### src/rtl/sdseq_pkg.sv
package sdseq_pkg;

    localparam logic [2:0] WM_CODE_DEFAULT = 3'b100;

    typedef enum logic {
        SEL_LAST_IDX  = 1'b0,
        SEL_WATERMARK = 1'b1
    } reg_sel_e;

    function automatic logic wm_code_ok(logic [2:0] code);
        return (code == 3'b010) || (code == 3'b011) || (code == 3'b100);
    endfunction

    function automatic logic [5:0] wm_bytes(logic [2:0] code);
        case (code)
            3'b010:  return 6'd8;
            3'b011:  return 6'd16;
            default: return 6'd32;
        endcase
    endfunction

endpackage

### src/rtl/sdseq_regs.sv
module sdseq_regs
    import sdseq_pkg::*;
#(
    parameter int DATA_W = 16,
    parameter int IDX_W  = 8
) (
    input  logic              clk_i,
    input  logic              rst_ni,
    input  logic              wr_i,
    input  logic              sel_i,
    input  logic [DATA_W-1:0] wdata_i,
    input  logic              run_i,
    output logic [DATA_W-1:0] rdata_o,
    output logic [IDX_W-1:0]  lvi_o,
    output logic [2:0]        wm_o
);

    typedef struct packed {
        logic [IDX_W-1:0] lvi;
        logic [2:0]       wm;
    } regs_st_t;

    regs_st_t st_d, st_q;

    always_comb begin
        st_d = st_q;
        if (wr_i) begin
            if (reg_sel_e'(sel_i) == SEL_LAST_IDX) begin
                if (!run_i) begin
                    st_d.lvi = wdata_i[IDX_W-1:0];
                end
            end else begin
                st_d.wm = wm_code_ok(wdata_i[2:0]) ? wdata_i[2:0] : WM_CODE_DEFAULT;
            end
        end
    end

    always_ff @(posedge clk_i) begin
        if (!rst_ni) begin
            st_q.lvi <= '0;
            st_q.wm  <= WM_CODE_DEFAULT;
        end else begin
            st_q <= st_d;
        end
    end

    always_comb begin
        rdata_o = '0;
        if (reg_sel_e'(sel_i) == SEL_LAST_IDX) begin
            rdata_o[IDX_W-1:0] = st_q.lvi;
        end else begin
            rdata_o[2:0] = st_q.wm;
        end
    end

    assign lvi_o = st_q.lvi;
    assign wm_o  = st_q.wm;

    AST_LVI_FROZEN_RUN: assert property (@(posedge clk_i) disable iff (!rst_ni)
        run_i |=> $stable(st_q.lvi));

    AST_WM_CODE_LEGAL: assert property (@(posedge clk_i) disable iff (!rst_ni)
        (st_q.wm == 3'b010) || (st_q.wm == 3'b011) || (st_q.wm == 3'b100));

    AST_WM_COERCE: assert property (@(posedge clk_i) disable iff (!rst_ni)
        (wr_i && sel_i && !wm_code_ok(wdata_i[2:0])) |=> (st_q.wm == 3'b100));

endmodule

### src/rtl/sdseq_index.sv
module sdseq_index #(
    parameter int IDX_W = 8
) (
    input  logic             clk_i,
    input  logic             rst_ni,
    input  logic             run_i,
    input  logic             done_i,
    input  logic [IDX_W-1:0] lvi_i,
    output logic             active_o,
    output logic             err_o,
    output logic [IDX_W-1:0] idx_o
);

    typedef struct packed {
        logic             run_q;
        logic             active;
        logic             err;
        logic [IDX_W-1:0] idx;
    } idx_st_t;

    idx_st_t st_d, st_q;
    logic    start;

    assign start = run_i && !st_q.run_q;

    always_comb begin
        st_d       = st_q;
        st_d.run_q = run_i;
        if (!run_i) begin
            st_d.active = 1'b0;
            st_d.err    = 1'b0;
        end else if (start) begin
            st_d.idx = '0;
            if (lvi_i == '0) begin
                st_d.err    = 1'b1;
                st_d.active = 1'b0;
            end else begin
                st_d.err    = 1'b0;
                st_d.active = 1'b1;
            end
        end else if (st_q.active && done_i) begin
            st_d.idx = (st_q.idx == lvi_i) ? '0 : st_q.idx + 1'b1;
        end
    end

    always_ff @(posedge clk_i) begin
        if (!rst_ni) begin
            st_q <= '0;
        end else begin
            st_q <= st_d;
        end
    end

    assign active_o = st_q.active;
    assign err_o    = st_q.err;
    assign idx_o    = st_q.idx;

    AST_IDX_IN_LIST: assert property (@(posedge clk_i) disable iff (!rst_ni)
        st_q.active |-> (st_q.idx <= lvi_i));

    AST_WRAP_ZERO: assert property (@(posedge clk_i) disable iff (!rst_ni)
        (st_q.active && run_i && done_i && (st_q.idx == lvi_i)) |=> (st_q.idx == '0));

    AST_START_REFUSED: assert property (@(posedge clk_i) disable iff (!rst_ni)
        (start && (lvi_i == '0)) |=> (st_q.err && !st_q.active));

    AST_IDX_STILL_STOPPED: assert property (@(posedge clk_i) disable iff (!rst_ni)
        !run_i |=> $stable(st_q.idx));

endmodule

### src/rtl/sdseq_req.sv
module sdseq_req
    import sdseq_pkg::*;
#(
    parameter int DEPTH = 64,
    parameter int OCC_W = 7
) (
    input  logic             clk_i,
    input  logic             rst_ni,
    input  logic             active_i,
    input  logic             run_i,
    input  logic             dir_in_i,
    input  logic [2:0]       wm_i,
    input  logic [OCC_W-1:0] occ_i,
    input  logic             ack_i,
    output logic             req_o
);

    typedef struct packed {
        logic req;
    } req_st_t;

    req_st_t     st_d, st_q;
    logic [31:0] thresh;
    logic [31:0] level;
    logic        met;

    always_comb begin
        thresh = 32'(wm_bytes(wm_i));
        if (dir_in_i) begin
            level = 32'(occ_i);
        end else if (32'(occ_i) >= 32'(DEPTH)) begin
            level = '0;
        end else begin
            level = 32'(DEPTH) - 32'(occ_i);
        end
        met = (level >= thresh);
    end

    always_comb begin
        st_d = st_q;
        if (!(active_i && run_i)) begin
            st_d.req = 1'b0;
        end else if (st_q.req) begin
            st_d.req = !ack_i;
        end else begin
            st_d.req = met;
        end
    end

    always_ff @(posedge clk_i) begin
        if (!rst_ni) begin
            st_q <= '0;
        end else begin
            st_q <= st_d;
        end
    end

    assign req_o = st_q.req;

    AST_REQ_HELD: assert property (@(posedge clk_i) disable iff (!rst_ni)
        (st_q.req && !ack_i && run_i && active_i) |=> st_q.req);

    AST_REQ_ACK_DROP: assert property (@(posedge clk_i) disable iff (!rst_ni)
        (st_q.req && ack_i) |=> !st_q.req);

    AST_REQ_OFF_STOPPED: assert property (@(posedge clk_i) disable iff (!rst_ni)
        !run_i |=> !st_q.req);

endmodule

### src/rtl/sdseq_top.sv
module sdseq_top #(
    parameter int DATA_W     = 16,
    parameter int IDX_W      = 8,
    parameter int FIFO_DEPTH = 64,
    localparam int OCC_W     = $clog2(FIFO_DEPTH + 1)
) (
    input  logic              clk_i,
    input  logic              rst_ni,
    input  logic              reg_wr_i,
    input  logic              reg_sel_i,
    input  logic [DATA_W-1:0] reg_wdata_i,
    output logic [DATA_W-1:0] reg_rdata_o,
    input  logic              run_i,
    input  logic              dir_in_i,
    input  logic              desc_done_i,
    input  logic [OCC_W-1:0]  fifo_occ_i,
    input  logic              xfer_ack_i,
    output logic              xfer_req_o,
    output logic [IDX_W-1:0]  cur_idx_o,
    output logic              cfg_err_o
);

    logic [IDX_W-1:0] lvi;
    logic [2:0]       wm;
    logic             active;

    sdseq_regs #(
        .DATA_W (DATA_W),
        .IDX_W  (IDX_W)
    ) u_regs (
        .clk_i   (clk_i),
        .rst_ni  (rst_ni),
        .wr_i    (reg_wr_i),
        .sel_i   (reg_sel_i),
        .wdata_i (reg_wdata_i),
        .run_i   (run_i),
        .rdata_o (reg_rdata_o),
        .lvi_o   (lvi),
        .wm_o    (wm)
    );

    sdseq_index #(
        .IDX_W (IDX_W)
    ) u_index (
        .clk_i    (clk_i),
        .rst_ni   (rst_ni),
        .run_i    (run_i),
        .done_i   (desc_done_i),
        .lvi_i    (lvi),
        .active_o (active),
        .err_o    (cfg_err_o),
        .idx_o    (cur_idx_o)
    );

    sdseq_req #(
        .DEPTH (FIFO_DEPTH),
        .OCC_W (OCC_W)
    ) u_req (
        .clk_i    (clk_i),
        .rst_ni   (rst_ni),
        .active_i (active),
        .run_i    (run_i),
        .dir_in_i (dir_in_i),
        .wm_i     (wm),
        .occ_i    (fifo_occ_i),
        .ack_i    (xfer_ack_i),
        .req_o    (xfer_req_o)
    );

    AST_ERR_NO_REQ: assert property (@(posedge clk_i) disable iff (!rst_ni)
        cfg_err_o |=> !xfer_req_o);

endmodule

### config.mk
export PLATFORM = sky130hd
export DESIGN_NAME = sdseq_top
export DESIGN_NICKNAME = d
export VERILOG_FILES = /design/src/rtl/sdseq_pkg.sv /design/src/rtl/sdseq_regs.sv /design/src/rtl/sdseq_index.sv /design/src/rtl/sdseq_req.sv /design/src/rtl/sdseq_top.sv
export SDC_FILE = /design/constraint.sdc
export NUM_CORES = 1
export LEC_CHECK = 0
export BUFFER_PORTS_ARGS = -buffer_cell sky130_fd_sc_hd__buf_2
export CORE_MARGIN = 2
export CORE_UTILIZATION = 50
export DETAILED_ROUTE_END_ITERATION = 10
export GPL_TIMING_DRIVEN = 0
export MAX_ROUTING_LAYER = met4
export PLACE_DENSITY = 0.9
export SYNTH_ARGS = -nofsm -noshare
export SYNTH_HDL_FRONTEND = slang
export SYNTH_SLANG_ARGS = --single-unit
### constraint.sdc
create_clock -name clk_i -period 3.75 [get_ports clk_i]
set_input_delay 0.75 -clock clk_i [delete_from_list [all_inputs] [get_ports clk_i]]
set_output_delay 0.75 -clock clk_i [all_outputs]
set_load 0.1 [all_outputs]
==> flow_metrics.py, run 1 <==
metrics = {
    "placement": {
        "dp_hpwl_um": 2396,
        "gp_congestion": 0.8430,
        "port-buffer-count": 38,
    },
    "pwr": {
        "power_frac_comb": 0.274,
        "swShare": 0.3544,
        "clockPowerShare": 0.227,
        "p_seq_frac": 0.499,
        "ir_drop_v": 0.0001225,
        "p_int_uw": 331.8,
        "p_per_area_mw_per_mm2": 284.0,
        "p_sw_uw": 182.1,
        "p_leak_nw": 0.7920,
    },
    "clock_tree": {
        "clkSlewWorstSetupHoldPaths_ns": 0.13,
        "htreeDepth": 1,
        "clockRootBuffer": "clkbuf_4",
        "cts_setup_buffers": 0,
        "cts_repair_resize_count": 0,
        "tritoncts": "yes",
        "clockBufferDepth": 2,
        "clock_latency_ns": 0.32,
        "cts_hold_buf": 0,
        "clkSinkCount": 23,
        "cts_buffers": 3,
    },
    "synth": {
        "synth_area_mm2": 0.001524,
        "synth.most_common_cell": "dfxtp_1",
        "synth_area_per_cell_um2": 8.809,
        "synth_top_cell_by_area": "dfxtp_1",
        "yosysUniqueCellTypes": 36,
        "synth-edff-count": 0,
        "synth_area_leaders": "dfxtp_1 (30%), buf_4 (8.9%), mux2i_1 (8.5%)",
        "netlist_instances": 173,
        "async_flop_share": 0,
        "synth_top_area_share": 0.3021,
        "synthTopCellsByCount": "dfxtp_1 (23), nor2b_1 (20), buf_4 (18), mux2i_1 (13), xnor2_1 (13)",
        "yosysSeqAreaShare": 0.3021,
        "yosys_register_bits": 23,
        "ys_warn_count": 0,
        "ys.flop_type": "dfxtp_1",
    },
    "routing": {
        "wl_per_cell_um": 11.71,
        "first_iter_violations": 39,
        "firstDrtPassIters": 4,
        "viasPerCell": 5.137,
        "routed_wl_um": 2987,
        "vias": 1310,
        "drtAntennaViolNets": 0,
        "post-route-drc-count": 0,
    },
    "worst_setup_path": {
        "cp_max_fo": 10,
        "required_ns": 3.00,
        "cp-start-kind": "primary input",
        "crit_type": "in -> out",
        "arrival_ns": 1.69,
        "worst_setup_path_end_kind": "output pin",
    },
    "finish": {
        "nNetsFinal": 259,
        "nFillCells": 273,
        "drive_above_1_share": 0.3378,
        "multi_input_area_um2": 925.9,
        "diodes": 0,
        "regArea_um2": 460.4,
        "area_delta_synth_final_pct": 18.72,
    },
    "floorplanning": {
        "chipWidth_um": 59.21,
        "io_pins": 57,
        "die_h_um": 59.21,
        "rows": 20,
        "core_mm2": 0.002978,
        "design.die.area_mm2": 0.003505,
        "initial_utilization": 0.5118,
    },
    "grt": {
        "groute.usage.overall": 0.1923,
        "grt_first_pass_wirelength_um": 5043,
        "grt_pass1_vias": 1195,
        "gr-total-overflow": 0,
        "grt_start_max_net_pins": 14,
        "grt_antenna_before_repair": 0,
    },
    "sta": {
        "setup_tns_ns": 0,
        "fin_skew_ns": 0.008584,
        "report.final.slew_viol_count": 0,
        "min_period_ns": 2.442,
        "fin_hold_ws_ns": 0.5162,
        "rsz0062_at_grt": "false",
        "hold_violations": 0,
        "setup_viol": 0,
        "fmax_mhz": 409.4,
        "fin_crit_sh": 0.6513,
    },
    "min_path": {
        "holdCritPathClass": "reg -> reg",
    },
    "run_status": {
        "outcome": "complete, no violations",
    },
    "flow_run": {
        "cap_violations": 0,
    },
}
[cell usage in the layout, fill, tap and decap left out, types with 2 or more instances in the layout]
master | synthesis | routed
mux2_2 | 3 | 3
nor4_1 | 2 | 2
xnor2_1 | 13 | 13
buf_2 | 2 | 40
a21oi_1 | 7 | 7
clkbuf_4 | 0 | 3
nor3_2 | 2 | 2
nand4_1 | 2 | 2
inv_1 | 4 | 4
conb_1 | 1 | 8
nand2b_1 | 4 | 4
ha_1 | 5 | 5
dfxtp_1 | 23 | 23
o21ai_1 | 3 | 3
o21ai_0 | 4 | 4
a31oi_1 | 3 | 3
nand2_1 | 8 | 8
nor2b_1 | 20 | 20
buf_4 | 18 | 18
mux2i_1 | 13 | 13
nor3_1 | 6 | 6
nor3b_2 | 2 | 2
nand3_1 | 5 | 5
nor2_1 | 10 | 10
[layout make-up]
cell class,count,share of cell area
plain buffers,21,0.08230
clock buffers,3,0.01245
clock inverters,1,0.002766
inverters,4,0.008299
multi-input cells,132,0.5118
well taps,33,0.02282
repair buffers,38,0.1051
flip-flops and latches,23,0.2545
[flip-flops by register name, indices dropped and copies added (netlist names)]
register,cells
u_index.err_o,1
u_regs.wm_o,3
u_regs.lvi_o,8
u_index.idx_o,8
u_index.active_o,1
u_index.st_q,1
u_req.req_o,1
[worst max-delay path: stages]
cell and delay, ns:
buf_2 0.09, buf_2 0.20, mux2_2 0.36, buf_2 0.29
[power groups by stage]
stage          clock network [mW]  registers [mW]  logic [mW]
2_1_floorplan                   0           0.266       0.108
3_3_place_gp                    0           0.261       0.139
3_5_place_dp                    0           0.262       0.141
4_1_cts                     0.118           0.256       0.141
5_1_grt                     0.128           0.257       0.151
6_report                    0.117           0.256       0.141
[cells by family after synthesis]
kind of cell | share of synthesized area
AND/OR/NAND/NOR | 0.2783
buffers and inverters | 0.1075
flip-flops | 0.3021
AO/OA/AOI/OAI | 0.08621
multiplexers | 0.1075
XOR/XNOR | 0.07471
adder cells (fa/ha/maj) | 0.04105
other | 0.002461
[stage by stage]
stage | util | cells | setup WS [ns] | power, mW | instance area [um^2]
final | 0.6076 | 255 | 1.308 | 0.5139 | 1809
after detailed placement | 0.5983 | 251 | 1.251 | 0.4024 | 1782
after global routing | 0.6076 | 255 | 1.257 | 0.5357 | 1809
after floorplan | - | 180 | 0.7437 | 0.3744 | 1550
after CTS | 0.6076 | 255 | 1.306 | 0.5155 | 1809
after global placement | 0.5983 | 251 | 1.292 | 0.4001 | 1782
[routing by layer]
| metal | track usage | vias up | part of all wire |
|---|---|---|---|
| li1 | - | 673 | - |
| met1 | 0.2206 | 589 | 0.43 |
| met2 | 0.3281 | 40 | 0.50 |
| met3 | 0.03493 | 8 | 0.049 |
| met4 | 0.07792 | 0 | 0.025 |
| met5 | - | - | 0 |
[final timing paths]
kind / start / end / slack (ns) / cells past startpoint
worst max-delay path: reg_sel_i / reg_rdata_o[0] / 1.31 / 4
worst min register to register: u_index.active_o / u_req.req_o / 0.52 / 2
worst min-delay path: u_index.active_o / u_req.req_o / 0.52 / 2
worst max register to register: u_regs.wm_o[1] / u_req.req_o / 2.29 / 6
No activity file was read; power rests on OpenSTA's default activity.
==> run 2: changes to the inputs <==
Settings changed: CORE_UTILIZATION 50 to 49, PLACE_DENSITY 0.9 to 0.89.
Clock period 3.75 ns to 2.45 ns, I/O delays scaled along.
==> flow_metrics.py, run 2 (synthesized netlist as in run 1, its figures left out) <==
metrics = {
    "run_status": {
        "outcome": "complete, no violations",
    },
    "worst_setup_path": {
        "path_buf_inv": 3,
        "required_ns": 1.96,
        "slowest_delay_ns": 0.36,
        "crit_path_end": "reg_rdata_o[1]",
        "reg2reg_from": "u_regs.wm_o[1]",
        "cp-start-kind": "primary input",
        "cp_max_fo": 10,
        "cp_slowest_cell": "mux2_2",
        "worst_setup_path_end_kind": "output pin",
        "arrival_ns": 1.43,
        "reg2reg_to": "u_req.req_o",
        "cp.depth": 4,
        "critPathMostFrequentCell": "buf_2",
        "reg2reg_depth": 7,
        "crit_type": "in -> out",
        "cp_top_family": "buffers and inverters",
        "crit_path_start": "reg_sel_i",
        "rrSetupSlack_ns": 1.00,
        "crit_chain": "buf_2 > buf_2 > mux2_2 > buf_2",
    },
    "routing": {
        "wl_met2_um": 1375,
        "viasPerCell": 5.024,
        "routed_wl_um": 2882,
        "wl_met1_um": 1361,
        "vias": 1281,
        "met3RoutedLength_um": 120,
        "wl_per_cell_um": 11.30,
        "first_iter_violations": 47,
        "post-route-drc-count": 0,
        "drtAntennaViolNets": 0,
        "topRoutingLayerUsed": "met4",
        "firstDrtPassIters": 4,
    },
    "floorplanning": {
        "rows": 20,
        "design.die.area_mm2": 0.003572,
        "io_pins": 57,
        "die_h_um": 59.77,
        "chipWidth_um": 59.77,
        "core_mm2": 0.003003,
        "initial_utilization": 0.5075,
    },
    "sta": {
        "setup_viol": 0,
        "hold_violations": 0,
        "fin_crit_sh": 0.7826,
        "final.setup.worst_slack_ns": 0.5327,
        "rsz0062_at_grt": "false",
        "fmax_mhz": 521.6,
        "min_period_ns": 1.917,
        "fin_skew_ns": 0.001610,
        "report.final.slew_viol_count": 0,
    },
    "finish": {
        "nNetsFinal": 259,
        "fin_cells": 255,
        "nFillCells": 282,
        "mostFrequentLayoutCell": "buf_2",
        "regArea_um2": 460.4,
        "final_cell_mix": "buf_2 (40), dfxtp_1 (23), nor2b_1 (20)",
        "drive_above_1_share": 0.3333,
        "diodes": 0,
        "multi_input_area_um2": 925.9,
        "area_delta_synth_final_pct": 18.64,
    },
    "clock_tree": {
        "clock_latency_ns": 0.30,
        "cts_hold_buf": 0,
        "cts_setup_buffers": 0,
        "clkSlewWorstSetupHoldPaths_ns": 0.12,
        "clockBufferDepth": 2,
        "cts_repair_resize_count": 0,
        "htreeDepth": 1,
        "tritoncts": "yes",
        "clockRootBuffer": "clkbuf_4",
        "cts_buffers": 3,
        "clkSinkCount": 23,
    },
    "flow_run": {
        "cap_violations": 0,
    },
    "placement": {
        "gp_congestion": 0.8424,
        "dp_worst_setup_slack_ns": 0.2124,
        "dp_cells": 251,
        "port-buffer-count": 38,
        "dp_hpwl_um": 2315,
    },
    "pwr": {
        "finalPower_uw": 778.5,
        "p_leak_nw": 0.7893,
        "ir_drop_v": 0.0001665,
        "p_per_area_mw_per_mm2": 430.6,
    },
    "grt": {
        "grt_first_pass_wirelength_um": 4968,
        "grt_antenna_before_repair": 0,
        "grt_pass1_vias": 1171,
        "grt_start_max_net_pins": 13,
        "groute.usage.overall": 0.1821,
        "gr-total-overflow": 0,
    },
    "min_path": {
        "holdCritPathClass": "in -> reg",
    },
}
## run 2: cell types whose count changed in the layout (fill, tap and decap cells not counted)
cell      before  now
clkinv_2       1    0
clkbuf_1       1    2
## run 2: area by class of cell
class | instances | area share
buffer | 21 | 0.08235
clock buffer | 4 | 0.01453
inverter | 4 | 0.008305
multi-input combinational | 132 | 0.5121
sequential | 23 | 0.2547
tap | 33 | 0.02284
timing repair buffer | 38 | 0.1052
## run 2: power by group
| group | total, mW | internal, mW | switching (mW) | leakage (nW) |
|---|---|---|---|---|
| registers | 0.392 | 0.383 | 0.00956 | 0.187 |
| clock network | 0.171 | 0.0634 | 0.107 | 0.0150 |
| logic | 0.215 | 0.0637 | 0.151 | 0.588 |
## run 2: worst reg2reg max path, cell delays in order, from the launching register on
cell and delay, ns:
dfxtp_1 0.37, nor2b_1 0.23, nand2_1 0.09, ha_1 0.29, nand3_1 0.08, a21oi_1 0.11, o21ai_1 0.07, a31oi_1 0.15
## run 2: per-stage QoR
stage,utilization,TNS [ns],hold slack [ns],cell area (um^2)
detailed placement,0.5933,0,0.5030,1782
CTS,0.6021,0,0.4344,1808
finish,0.6021,0,0.4400,1808
floorplan,-,-0.1814,0.4621,1550
global route,0.6021,0,0.4359,1808
global placement,0.5933,0,0.4934,1782
## run 2: worst min-delay path by stage
stage                                  to        startpoint  cells after the start
after floorplan               u_req.req_o  u_index.active_o                      2
after global placement        u_req.req_o  u_index.active_o                      2
after detailed placement      u_req.req_o  u_index.active_o                      2
after CTS                 u_regs.lvi_o[7]    reg_wdata_i[7]                      3
after global routing      u_regs.lvi_o[4]    reg_wdata_i[4]                      3
final                         u_req.req_o        xfer_ack_i                      4
## run 2: per-layer routing
layer  vias to the layer above  GRT usage
met3                         2    0.02381
met5                         -          -
met1                       572     0.2281
met2                        34     0.2981
met4                         0    0.06667
li1                        673          -
